File: config.mk
export PLATFORM = sky130hd
export DESIGN_NAME = smm_window_decoder
export DESIGN_NICKNAME = d
export VERILOG_FILES = /design/src/rtl/smm_win_pkg.sv /design/src/rtl/smm_mode_fsm.sv /design/src/rtl/smm_range_cmp.sv /design/src/rtl/smm_resp_reg.sv /design/src/rtl/smm_window_decoder.sv
export SDC_FILE = /design/constraint.sdc
export NUM_CORES = 1
export LEC_CHECK = 0
export BUFFER_PORTS_ARGS = -buffer_cell sky130_fd_sc_hd__buf_4
export CAP_MARGIN = 20
export CORE_AREA = 10 10 74 76
export CTS_CLUSTER_DIAMETER = 60
export DETAILED_ROUTE_END_ITERATION = 16
export DIE_AREA = 0 0 84 86
export HOLD_SLACK_MARGIN = 0.03
export PLACE_DENSITY = 0.76
export SETUP_SLACK_MARGIN = 0.1
export SYNTH_ARGS = -nofsm -noshare
export SYNTH_HDL_FRONTEND = slang
export SYNTH_HIERARCHICAL = 1
export SYNTH_SLANG_ARGS = --single-unit
File: constraint.sdc
create_clock -name clk -period 1.7 [get_ports clk]
set_input_delay 0.085 -clock clk [delete_from_list [all_inputs] [get_ports clk]]
set_output_delay 0.085 -clock clk [all_outputs]
set_load 0.03 [all_outputs]
File: src/rtl/smm_win_pkg.sv
package smm_win_pkg;

    typedef enum logic [1:0] {
        WIN_OFF      = 2'd0,
        WIN_LOWDRAM  = 2'd1,
        WIN_HIGHBIOS = 2'd2,
        WIN_RELOC    = 2'd3
    } win_state_e;

    localparam int CFG_W    = 8;
    localparam int MODE_LSB = 4;
    localparam int OPEN_BIT = 3;
    localparam int NUM_WIN  = 3;

    // comparator slots: 0 = low DRAM, 1 = high BIOS, 2 = relocated host window
    function automatic int unsigned win_host_base(int idx);
        case (idx)
            0:       return 32'h000A_0000;
            1:       return 32'h000E_0000;
            default: return 32'h0003_0000;
        endcase
    endfunction

    function automatic int unsigned win_dram_base(int idx);
        case (idx)
            1:       return 32'h000E_0000;
            default: return 32'h000A_0000;
        endcase
    endfunction

    function automatic int unsigned win_span(int idx);
        case (idx)
            1:       return 32'h0001_0000;
            default: return 32'h0002_0000;
        endcase
    endfunction

endpackage

File: src/rtl/smm_mode_fsm.sv
module smm_mode_fsm
    import smm_win_pkg::*;
(
    input  logic             clk,
    input  logic             rst_n,
    input  logic             cfg_we,
    input  logic [CFG_W-1:0] cfg_wdata,
    output win_state_e       cur_state,
    output logic             cfg_open
);

    win_state_e nxt_state;
    logic       nxt_open;
    logic       unused_cfg_bits;

    assign unused_cfg_bits = ^{cfg_wdata[CFG_W-1:MODE_LSB+2], cfg_wdata[OPEN_BIT-1:0]};

    always_comb begin
        nxt_state = cur_state;
        nxt_open  = cfg_open;
        if (cfg_we) begin
            nxt_open = cfg_wdata[OPEN_BIT];
            unique case (cfg_wdata[MODE_LSB +: 2])
                2'd0: nxt_state = WIN_OFF;
                2'd1: nxt_state = WIN_LOWDRAM;
                2'd2: nxt_state = WIN_HIGHBIOS;
                2'd3: nxt_state = WIN_RELOC;
            endcase
        end
    end

    always_ff @(posedge clk or negedge rst_n) begin
        if (!rst_n) begin
            cur_state <= WIN_OFF;
            cfg_open  <= 1'b0;
        end else begin
            cur_state <= nxt_state;
            cfg_open  <= nxt_open;
        end
    end


    mode_load_chk: assert property (@(posedge clk) disable iff (!rst_n)
        cfg_we |=> (cur_state == win_state_e'($past(cfg_wdata[MODE_LSB +: 2]))))
        else $error("mode field not loaded");


    mode_hold_chk: assert property (@(posedge clk) disable iff (!rst_n)
        !cfg_we |=> $stable(cur_state) && $stable(cfg_open))
        else $error("mode changed without a write");

endmodule

File: src/rtl/smm_range_cmp.sv
module smm_range_cmp #(
    parameter int          ADDR_W    = 20,
    parameter int unsigned HOST_BASE = 32'h000A_0000,
    parameter int unsigned DRAM_BASE = 32'h000A_0000,
    parameter int unsigned SPAN      = 32'h0002_0000
) (
    input  logic [ADDR_W-1:0] addr,
    output logic              in_win,
    output logic [ADDR_W-1:0] phys
);

    localparam logic [ADDR_W-1:0] LO  = ADDR_W'(HOST_BASE);
    localparam logic [ADDR_W-1:0] HI  = ADDR_W'(HOST_BASE + SPAN - 1);
    localparam logic [ADDR_W-1:0] OFS = ADDR_W'(DRAM_BASE - HOST_BASE);

    always_comb begin
        in_win = (addr >= LO) && (addr <= HI);
        phys   = addr + OFS;
    end

endmodule

File: src/rtl/smm_resp_reg.sv
module smm_resp_reg #(
    parameter int ADDR_W = 20
) (
    input  logic              clk,
    input  logic              rst_n,
    input  logic              d_valid,
    input  logic              d_hit,
    input  logic              d_permit,
    input  logic [ADDR_W-1:0] d_addr,
    output logic              q_valid,
    output logic              q_hit,
    output logic              q_permit,
    output logic [ADDR_W-1:0] q_addr
);

    always_ff @(posedge clk or negedge rst_n) begin
        if (!rst_n) begin
            q_valid  <= 1'b0;
            q_hit    <= 1'b0;
            q_permit <= 1'b0;
            q_addr   <= '0;
        end else begin
            q_valid  <= d_valid;
            q_hit    <= d_hit;
            q_permit <= d_permit;
            q_addr   <= d_addr;
        end
    end

endmodule

File: src/rtl/smm_window_decoder.sv
module smm_window_decoder
    import smm_win_pkg::*;
#(
    parameter int ADDR_W   = 20,
    parameter int SHADOW_W = 8
) (
    input  logic                clk,
    input  logic                rst_n,
    input  logic                cfg_we,
    input  logic [CFG_W-1:0]    cfg_wdata,
    input  logic [SHADOW_W-1:0] shadow_ctrl,
    input  logic                acc_valid,
    input  logic [ADDR_W-1:0]   acc_addr,
    input  logic                acc_smm,
    output logic                rsp_valid,
    output logic                rsp_hit,
    output logic [ADDR_W-1:0]   rsp_addr,
    output logic                rsp_permit
);

    localparam logic [ADDR_W-1:0] DRAM_LO = ADDR_W'(win_dram_base(0));
    localparam logic [ADDR_W-1:0] DRAM_HI = ADDR_W'(win_dram_base(0) + win_span(0) - 1);

    win_state_e              cur_state;
    logic                    cfg_open;
    logic [NUM_WIN-1:0]      win_hit;
    logic [ADDR_W-1:0]       win_phys [NUM_WIN];
    logic                    sel_hit;
    logic [ADDR_W-1:0]       sel_phys;
    logic                    d_hit;
    logic                    d_permit;
    logic [ADDR_W-1:0]       d_addr;

    smm_mode_fsm u_fsm (
        .clk       (clk),
        .rst_n     (rst_n),
        .cfg_we    (cfg_we),
        .cfg_wdata (cfg_wdata),
        .cur_state (cur_state),
        .cfg_open  (cfg_open)
    );

    for (genvar g = 0; g < NUM_WIN; g++) begin : g_win
        smm_range_cmp #(
            .ADDR_W    (ADDR_W),
            .HOST_BASE (win_host_base(g)),
            .DRAM_BASE (win_dram_base(g)),
            .SPAN      (win_span(g))
        ) u_cmp (
            .addr   (acc_addr),
            .in_win (win_hit[g]),
            .phys   (win_phys[g])
        );
    end

    always_comb begin
        sel_hit  = 1'b0;
        sel_phys = acc_addr;
        unique case (cur_state)
            WIN_OFF: begin
                sel_hit = 1'b0;
            end
            WIN_LOWDRAM: begin
                sel_hit  = win_hit[0];
                sel_phys = win_phys[0];
            end
            WIN_HIGHBIOS: begin
                sel_hit  = win_hit[1] && (shadow_ctrl == '0);
                sel_phys = win_phys[1];
            end
            WIN_RELOC: begin
                sel_hit  = win_hit[2];
                sel_phys = win_phys[2];
            end
        endcase
    end

    always_comb begin
        d_hit    = acc_valid && sel_hit;
        d_permit = d_hit && (acc_smm || cfg_open);
        if (!acc_valid)
            d_addr = '0;
        else if (sel_hit)
            d_addr = sel_phys;
        else
            d_addr = acc_addr;
    end

    smm_resp_reg #(.ADDR_W(ADDR_W)) u_resp (
        .clk      (clk),
        .rst_n    (rst_n),
        .d_valid  (acc_valid),
        .d_hit    (d_hit),
        .d_permit (d_permit),
        .d_addr   (d_addr),
        .q_valid  (rsp_valid),
        .q_hit    (rsp_hit),
        .q_permit (rsp_permit),
        .q_addr   (rsp_addr)
    );


    mode_off_chk: assert property (@(posedge clk) disable iff (!rst_n)
        (cur_state == WIN_OFF && acc_valid) |=> !rsp_hit && (rsp_addr == $past(acc_addr)))
        else $error("hit while windows off");


    permit_needs_hit_chk: assert property (@(posedge clk) disable iff (!rst_n)
        rsp_permit |-> rsp_hit)
        else $error("permit without hit");


    closed_outside_chk: assert property (@(posedge clk) disable iff (!rst_n)
        (acc_valid && !acc_smm && !cfg_open) |=> !rsp_permit)
        else $error("permit outside SMM with window closed");


    shadow_block_chk: assert property (@(posedge clk) disable iff (!rst_n)
        (cur_state == WIN_HIGHBIOS && shadow_ctrl != '0 && acc_valid) |=> !rsp_hit)
        else $error("high window hit while shadowing on");


    reloc_target_chk: assert property (@(posedge clk) disable iff (!rst_n)
        (cur_state == WIN_RELOC && acc_valid) |=>
            (!rsp_hit || (rsp_addr >= DRAM_LO && rsp_addr <= DRAM_HI)))
        else $error("relocated address outside DRAM window");


    resp_latency_chk: assert property (@(posedge clk) disable iff (!rst_n)
        acc_valid |=> rsp_valid)
        else $error("response missing");


    idle_quiet_chk: assert property (@(posedge clk) disable iff (!rst_n)
        !acc_valid |=> !rsp_valid && !rsp_hit && !rsp_permit && (rsp_addr == '0))
        else $error("response on idle cycle");

endmodule

Yosys cells after proc, flatten, opt, wreduce, memory -nomap -nowiden --
Index checks and enable logic that the tools add are counted.
Cells by class: add/subtract/negate cells 1, mux-type cells 5, reductions and logical operators 10, magnitude comparators 6, equality and inequality tests 6
Operators with widths (count):
- 2-to-1 mux 20 bit | 3
- >= comparator 20 bit, second input constant | 2
- <= comparator 20 bit, second input constant | 2
- adder 20 x 19 -> 20 bit, second input constant | 1
- >= comparator 20 x 18 -> 1 bit, second input constant | 1
- <= comparator 20 x 19 -> 1 bit, second input constant | 1
- == test 2 bit, second input constant | 4
- zero test 8 bit | 1
- one-hot mux 2 bit (4 select lines) | 1
- logical AND 1 bit | 6
- == test 2 x 1 -> 1 bit, second input constant | 2
- zero test 2 bit | 2
- one-hot mux 1 bit (4 select lines) | 1
- logical OR 1 bit | 1
Storage, ports and cells: input bits 41, bits in registers 26, logic and storage cells 34

Depth between registers and ports, before layout --
Gate-level depths: netlist of the first run.
word-level depth 6, mapped depth 9, depth with buffers taken out 8

Modules after synthesis --
Netlist of the first run, hierarchy kept.
Modules (own cells, without submodules):
- smm_window_decoder | times used 1, area an instance 819.5 sq um, cells an instance 123, sequential area each 0.0 sq um
- smm_resp_reg | times used 1, area an instance 575.6 sq um, cells an instance 23, sequential area each 575.6 sq um
- smm_range_cmp (g_win[2].u_cmp) | times used 1, area an instance 197.7 sq um, cells an instance 26, sequential area each 0.0 sq um
- smm_range_cmp (g_win[1].u_cmp) | times used 1, area an instance 160.2 sq um, cells an instance 21, sequential area each 0.0 sq um
- smm_range_cmp (g_win[0].u_cmp) | times used 1, area an instance 158.9 sq um, cells an instance 21, sequential area each 0.0 sq um
- smm_mode_fsm | times used 1, area an instance 108.9 sq um, cells an instance 6, sequential area each 75.1 sq um

Least setup slack after synthesis of the first run --
No wires, ideal clock.
path kind in2reg, start input port acc_addr[16], end register u_resp.q_addr[10], cell stages on the path 9, setup slack 0.288 ns, arrival time 1.285 ns, path through inv_1 > ha_1 > mux2i_1 > nor2_1 > mux2_4 > a32o_2 > buf_6 > o2111ai_1 > o21ai_1
On the way: elaborated cells on any way between the ends 13
RTL lines:
- start: declaration | line smm_window_decoder.sv:13 | input logic [ADDR_W-1:0] acc_addr,
- >= comparator 20 x 18 -> 1 bit or <= comparator 20 x 19 -> 1 bit (tied branches) | line smm_range_cmp.sv:17 | in_win = (addr >= LO) && (addr <= HI);
- logical AND 1 bit * | line smm_range_cmp.sv:17
- net win_hit[2] | line smm_window_decoder.sv:26 | logic [NUM_WIN-1:0] win_hit;
- one-hot mux 1 bit (4 select lines) * | line smm_window_decoder.sv:59 | unique case (cur_state)
- 2-to-1 mux 20 bit * | line smm_window_decoder.sv:83 | else if (sel_hit)
- 2-to-1 mux 20 bit * | line smm_window_decoder.sv:81 | if (!acc_valid)
- net d_addr[10] | line smm_window_decoder.sv:32 | logic [ADDR_W-1:0] d_addr;
- end signal: assignment | line smm_resp_reg.sv:26 | q_addr <= d_addr;
- end: declaration | line smm_resp_reg.sv:13 | output logic [ADDR_W-1:0] q_addr
The timed path passes the listed nets; every way through them passes the cells marked *. A chain may end at the register's enable or synchronous reset.

Final worst setup path of the first run --
start register u_fsm.cur_state[0], end register u_resp.q_addr[7]
On the way: word-level cells in the longest chain between the ends 4, elaborated cells on any way between the ends 8
Ends and longest elaborated chain:
- start: declaration | line smm_mode_fsm.sv:8 | output win_state_e cur_state,
- start signal: assignment | line smm_mode_fsm.sv:37 | cur_state <= nxt_state;
- == test 2 bit (tied with other cells) | line smm_window_decoder.sv:59
- one-hot mux 1 bit (4 select lines) or 2-to-1 mux 20 bit (tied branches) | line smm_window_decoder.sv:59
- 2-to-1 mux 20 bit * | line smm_window_decoder.sv:83
- 2-to-1 mux 20 bit * | line smm_window_decoder.sv:81
- net d_addr[7] | line smm_window_decoder.sv:32
Marks and branches as above.

==> results of run 1 <==
-- path summary, 6_finish.rpt --
check                                     end  slack [ns]  cells after the start
hold / removal             u_fsm/cur_state[1]        0.04                      2
max in group asynchronous   u_resp/q_addr[11]        1.16                      2
setup / recovery             u_resp/q_addr[7]        0.20                      5
hold reg to reg               u_resp/q_permit        0.51                      1
setup reg to reg             u_resp/q_addr[7]        0.20                      5
min in group asynchronous      u_fsm/cfg_open        0.27                      2
-- cell usage in the layout, fill, tap and decap left out, types with 2 or more instances in the layout --
master / n
mux2_2: 3
o2111ai_2: 2
buf_4: 65
ha_1: 2
dfrtp_1: 26
o21ai_1: 17
o2111ai_1: 17
clkbuf_8: 4
o21ai_2: 3
nand2_1: 40
buf_6: 3
mux2i_1: 22
inv_1: 3
dlygate4sd3_1: 2
-- kinds of logic (layout without fill, tap and decap cells) --
family	after synthesis	in the layout	share of synthesized area [%]
buf+inv	73	77	25.76
simple gates	50	50	11.33
compound gates	41	41	15.29
mux	26	26	13.31
flops	26	26	32.20
fa+ha+maj	2	2	1.238
xor+xnor	2	2	0.8670
-- timing repair --
item,4_1_cts,5_1_grt
endpoints found under the setup margin,1,8
gates cloned,0,0
hold buffers,2,0
endpoints found under the hold margin,27,0
gates resized for setup,1,3
pin swaps,0,1
-- per-stage QoR --
step           worst slack (ns)  total power, W
2_1_floorplan            0.2879        0.001068
3_3_place_gp            0.02809        0.001168
3_5_place_dp           0.004338        0.001179
4_1_cts                  0.1561        0.001595
5_1_grt                 0.07459        0.001665
6_report                 0.1988        0.001575
-- sequential cells by signal (all words and copies together) (netlist names) --
name             flops
u_resp/q_addr       20
u_fsm/cfg_open       1
u_fsm/cur_state      2
u_resp/q_permit      1
u_resp/q_hit         1
u_resp/q_valid       1
-- metal layers --
layer,global-route usage [%],part of all wire (%),routed length (um)
met1,13.29,42,1712
met2,19.86,52,2129
met5,0,0,0
met3,3.311,5.9,243
met4,1.826,0.24,10
-- power by group --
| group | internal, W | leakage, nW | switching [W] |
|---|---|---|---|
| Combinational | 0.000212 | 0.708 | 0.000275 |
| Sequential | 0.000661 | 0.332 | 0.0000165 |
| Clock | 0.000207 | 0.0288 | 0.000203 |
| Total | 0.00108 | 1.07 | 0.000495 |
-- final cells by class --
class | instances | area share (%)
multi-input cells | 121 | 39.21
flip-flops and latches | 26 | 29.94
repair buffers | 70 | 24.93
well taps | 50 | 2.879
clock buffers | 4 | 2.533
inverters | 3 | 0.5181
==> impl_metrics.tcl, run 1 <==
set metrics [dict create \
    cp-end-kind "flip-flop" \
    placedCellCount 268 \
    synth_top_cell_by_area "dfrtp_1" \
    cp-startpoint "u_fsm/cur_state[0]" \
    htreeDepth 1 \
    maxCapViolCount 0 \
    p_per_area_nw_per_um2 724.7 \
    post-route-util_pct 54.73 \
    syn_avg_cell_area_um2 9.185 \
    synthTopCellsByArea "dfrtp_1, buf_4, mux2i_1" \
    grt_pass1_wl_mm 6.927 \
    setup-tns-final_ns 0 \
    status "completed" \
    post-cts-setup-buffer-count 0 \
    place.port_buffers 58 \
    first_global_vias 1486 \
    layout.cells.non_filler 274 \
    grt_max_degree 43 \
    areaGrowthSynthToFinish_pct 7.554 \
    r2r_start "u_fsm/cur_state[0]" \
    synthArstFlopShare_pct 100.0 \
    worst-setup-path-type "reg -> reg" \
    clock_tree.buffer_depth 2 \
    dr.pass1.iters 4 \
    die_x_um 84 \
    crit_family "compound AO/OA/AOI/OAI gates" \
    postSynthCellCount 220 \
    critPathLaunchType "flip-flop" \
    relSlewSlack_pct 73.17 \
    wire_per_inst_um 14.95 \
    path_cells "nor4b_2 > a32o_2 > buf_6 > o2111ai_1 > o21ai_1" \
    worstPathArrival_ns 1.69 \
    synth_ff_type "dfrtp_1" \
    min_period_over_period_pct 88.31 \
    layout-drive-gt1-share_pct 37.95 \
    start_util_pct 50.88 \
    routed_wl_mm 4.095 \
    gp_congestion 0.7167 \
    hold_path.startpoint "cfg_wdata[5]" \
    setup_violations 0 \
    ys_types 29 \
    ant_nets 0 \
    drv_slew 0 \
    cts_root_buf "clkbuf_8" \
    via_per_inst 5.142 \
    row_count 23 \
    clock_skew_ns 0.006142 \
    placed_area_um2 2085 \
    rsz0062_at_grt "true" \
    gr-total-overflow 0 \
    multi_input_area_um2 852.1 \
    io_pins 64 \
    whs_ns 0.04037 \
    clk_latency_ns 0.27 \
    cts_tree "yes" \
    die_y_um 86 \
    drc 0 \
    vias 1409 \
    worst_pin_slew_ns 0.4024 \
    hold_class "in -> reg" \
    yosys_warnings 6 \
    critPathBufInv 1 \
    fin_nets 268 \
    fp.coreArea_um2 3971 \
    grt_use_total_pct 11.23 \
    synth_seq_area_share_pct 32.20 \
    leakage_nw 1.069 \
    cts_sinks 26 \
    max_freq_ghz 0.6661 \
    dp_hpwl_mm 3.053 \
    nFillCells 388 \
    num_antenna_cells 0 \
    die-area_um2 7224 \
    cp_max_fo 13 \
    synth-seq-cells 26 \
    synth_edf_count 0 \
    slowest_delay_ns 0.42 \
    cts_buffers 3 \
    yosysTopAreaCellShare_pct 32.20 \
    min_period_ns 1.501 \
    synth_most_common_cell "buf_4" \
    syn_area_um2 2021 \
    ir_worst_vdd_v 0.0003036 \
    synth_commonest_cells "buf_4, nand2_1, dfrtp_1" \
    syn_nets 263 \
    fin_area_um2 2173 \
    path_clk_slew_ns 0.10 \
    regArea_um2 650.6 \
    cp_slowest_cell "dfrtp_1" \
    cp.required_ns 1.89 \
    antenna_found_initial 0 \
    drt_iter0_markers 61 \
    hold_viol_final 0 \
]
No activity file was read; power rests on OpenSTA's default activity.
==> run 2, diff against run 1 <==
- ABC_AREA: not set -> 1
- CORE_AREA: 10 10 74 76 -> 10 10 76 78
- DIE_AREA: 0 0 84 86 -> 0 0 86 88
==> run 2 against run 1 <==
Compared with the run above:
- non-clock buffer count is 2 lower
- register-to-register slack improved by 0.09 ns
- clock power is 27% higher
- maximum frequency rose by 6.1%
- total power rose by 6.4%
- sequential share of layout area shrank 2.2 points
- combinational power fell by 2%
==> impl_metrics.tcl, run 2 <==
set metrics [dict create \
    status "completed" \
    maxCapViolCount 0 \
    clock_skew_ns 0.002762 \
    worstHoldPathCells 3 \
    path_clk_slew_ns 0.09 \
    regArea_um2 650.6 \
    top_register "u_resp/q_addr" \
    worst-setup-path-type "reg -> reg" \
    cp_slowest_cell "dfrtp_1" \
    start_util_pct 50.87 \
    layout-drive-gt1-share_pct 22.06 \
    synthTopCellsByArea "dfrtp_1, buf_4, nand2_1" \
    wire_per_inst_um 12.34 \
    place.port_buffers 58 \
    dp_slack_ns 0.2200 \
    cts_sinks 26 \
    antenna_found_initial 0 \
    cts_buffers 3 \
    io_pins 64 \
    first_global_vias 1819 \
    clk_latency_ns 0.28 \
    p_per_area_nw_per_um2 713.4 \
    syn_avg_cell_area_um2 6.406 \
    cts_tree "yes" \
    critPathLaunchType "flip-flop" \
    critPathBufInv 2 \
    die_x_um 86 \
    path_cells "inv_4 > nand2_1 > nor2_1 > nand3_1 > buf_6 > nand3_1 > nand2_1 > nor2_1" \
    whs_ns 0.03853 \
    synth_seq_area_share_pct 29.78 \
    row_count 24 \
    reg2regPathDepth 8 \
    synth_most_common_cell "nand2_1" \
    dr.pass1.iters 4 \
    drv_slew 0 \
    yosysTopAreaCellShare_pct 29.78 \
    cp.depth 8 \
    cts_root_buf "clkbuf_8" \
    min_period_over_period_pct 83.26 \
    grt_pass1_wl_mm 8.466 \
    ys_types 16 \
    synthArstFlopShare_pct 100.0 \
    die-area_um2 7568 \
    gp_congestion 0.7855 \
    worstPathArrival_ns 1.62 \
    nFillCells 418 \
    gr-total-overflow 0 \
    slowest_delay_ns 0.43 \
    ant_nets 0 \
    synth_top_cell_by_area "dfrtp_1" \
    largest_reg_flops 20 \
    dp_hpwl_mm 3.504 \
    crit_family "simple AND/OR/NAND/NOR gates" \
    clock_tree.buffer_depth 2 \
    htreeDepth 1 \
    grt_use_total_pct 13.33 \
    yosys_warnings 6 \
    drc 0 \
    multi_input_area_um2 888.4 \
    cp.required_ns 1.90 \
    die_y_um 88 \
    syn_area_um2 2185 \
    post-cts-setup-buffer-count 0 \
    synth_edf_count 0 \
    setup_violations 0 \
    rsz0062_at_grt "false" \
    num_antenna_cells 0 \
    synth_ff_type "dfrtp_1" \
    largestRegisters "u_resp/q_addr: 20 flops, u_fsm/cur_state: 2 flops" \
    synth-seq-cells 26 \
    min_period_ns 1.415 \
    max_freq_ghz 0.7065 \
    hold_class "in -> reg" \
    hold_viol_final 0 \
    final_common_cell "nand2_1" \
    areaGrowthSynthToFinish_pct 7.503 \
    via_per_inst 4.824 \
    fp.coreArea_um2 4294 \
    leakage_nw 1.370 \
    vias 1891 \
    synth_commonest_cells "nand2_1, buf_4, nand3_1" \
    worst_pin_slew_ns 0.3707 \
    ir_worst_vdd_v 0.0003540 \
    cp-end-kind "flip-flop" \
    finalWorstSetupSlack_ns 0.2846 \
    cp_max_fo 41 \
    postSynthCellCount 341 \
    fin_nets 384 \
    grt_max_degree 42 \
    routed_wl_mm 4.838 \
    mostFrequentLayoutCells "nand2_1, buf_4, nand3_1" \
    reg2reg_slack_ns 0.28 \
    syn_nets 384 \
    setup-tns-final_ns 0 \
    drt_iter0_markers 151 \
    relSlewSlack_pct 75.26 \
]
run 2: cell count changes after synthesis, moves of 4 or more:
cell / previous run / this run
inv_1: 3 / 35
a21oi_1: 0 / 20
o21ai_1: 17 / 1
o21ai_0: 0 / 13
nand3_1: 1 / 43
nor2_1: 1 / 28
inv_2: 0 / 4
nand2_1: 40 / 92
buf_2: 2 / 12
mux2i_1: 22 / 0
o2111ai_1: 17 / 0
run 2: stage by stage:
step                      cells  total power (W)  util (%)  area (um2)
after floorplan             341         0.001051         -        2185
after global placement      384         0.001149     51.95        2231
after detailed placement    384         0.001162     51.95        2231
after CTS                   392         0.001692     54.55        2342
after global routing        392         0.001778     54.69        2349
final                       392         0.001675     54.69        2349
run 2: logic make-up (layout without fill, tap and decap cells):
logic type / after synthesis / count (layout) / share of synthesized area, %
and+or+nand+nor: 166 / 166 / 31.33
buffers and inverters: 112 / 111 / 29.55
AOI/OAI and AO/OA: 34 / 34 / 7.789
DFF: 26 / 26 / 29.78
adders and majority gates: 2 / 2 / 1.145
xor gates and xnor gates: 1 / 1 / 0.4010
run 2: layer usage:
metal  part of all wire, %  global-route usage, %
met1                    45                  16.20
met2                    46                  22.11
met3                   8.2                  3.993
met4                   1.1                  4.042
met5                     0                      0
run 2: area by class of cell:
cell class              instances  area share [%]
clock buffers                   3           1.758
clock inverters                 1           1.279
inverters                      39           6.340
multi-input cells             203           37.83
flip-flops and latches         26           27.70
well taps                      52           2.770
repair buffers                 68           22.32
run 2: final timing paths:
| path | from | endpoint |
|---|---|---|
| max reg2reg | u_fsm/cur_state[0] | u_resp/q_addr[2] |
| max | u_fsm/cur_state[0] | u_resp/q_addr[2] |
| min | acc_smm | u_resp/q_permit |
| min reg2reg | u_fsm/cfg_open | u_fsm/cfg_open |
| max in group asynchronous | rst_n | u_resp/q_addr[14] |
| min in group asynchronous | rst_n | u_resp/q_addr[2] |
run 2: timing repair:
item | in CTS | in global routing
resized for setup | 0 | 2
hold endpoints to repair | 29 | 0
endpoints found under the setup margin | 0 | 21
hold buffers | 4 | 0
run 2: where the power goes:
group          switching (W)  internal [W]  leakage [nW]  total, W
clock network       0.000207      0.000316        0.0357  0.000522
registers          0.0000178      0.000657         0.333  0.000675
logic               0.000287      0.000191          1.00  0.000478
run 2: worst min-delay path, delay by kind of cell:
kind	cells	cell delay, ns
buffers and inverters	1	0.08
AND/OR/NAND/NOR	2	0.12
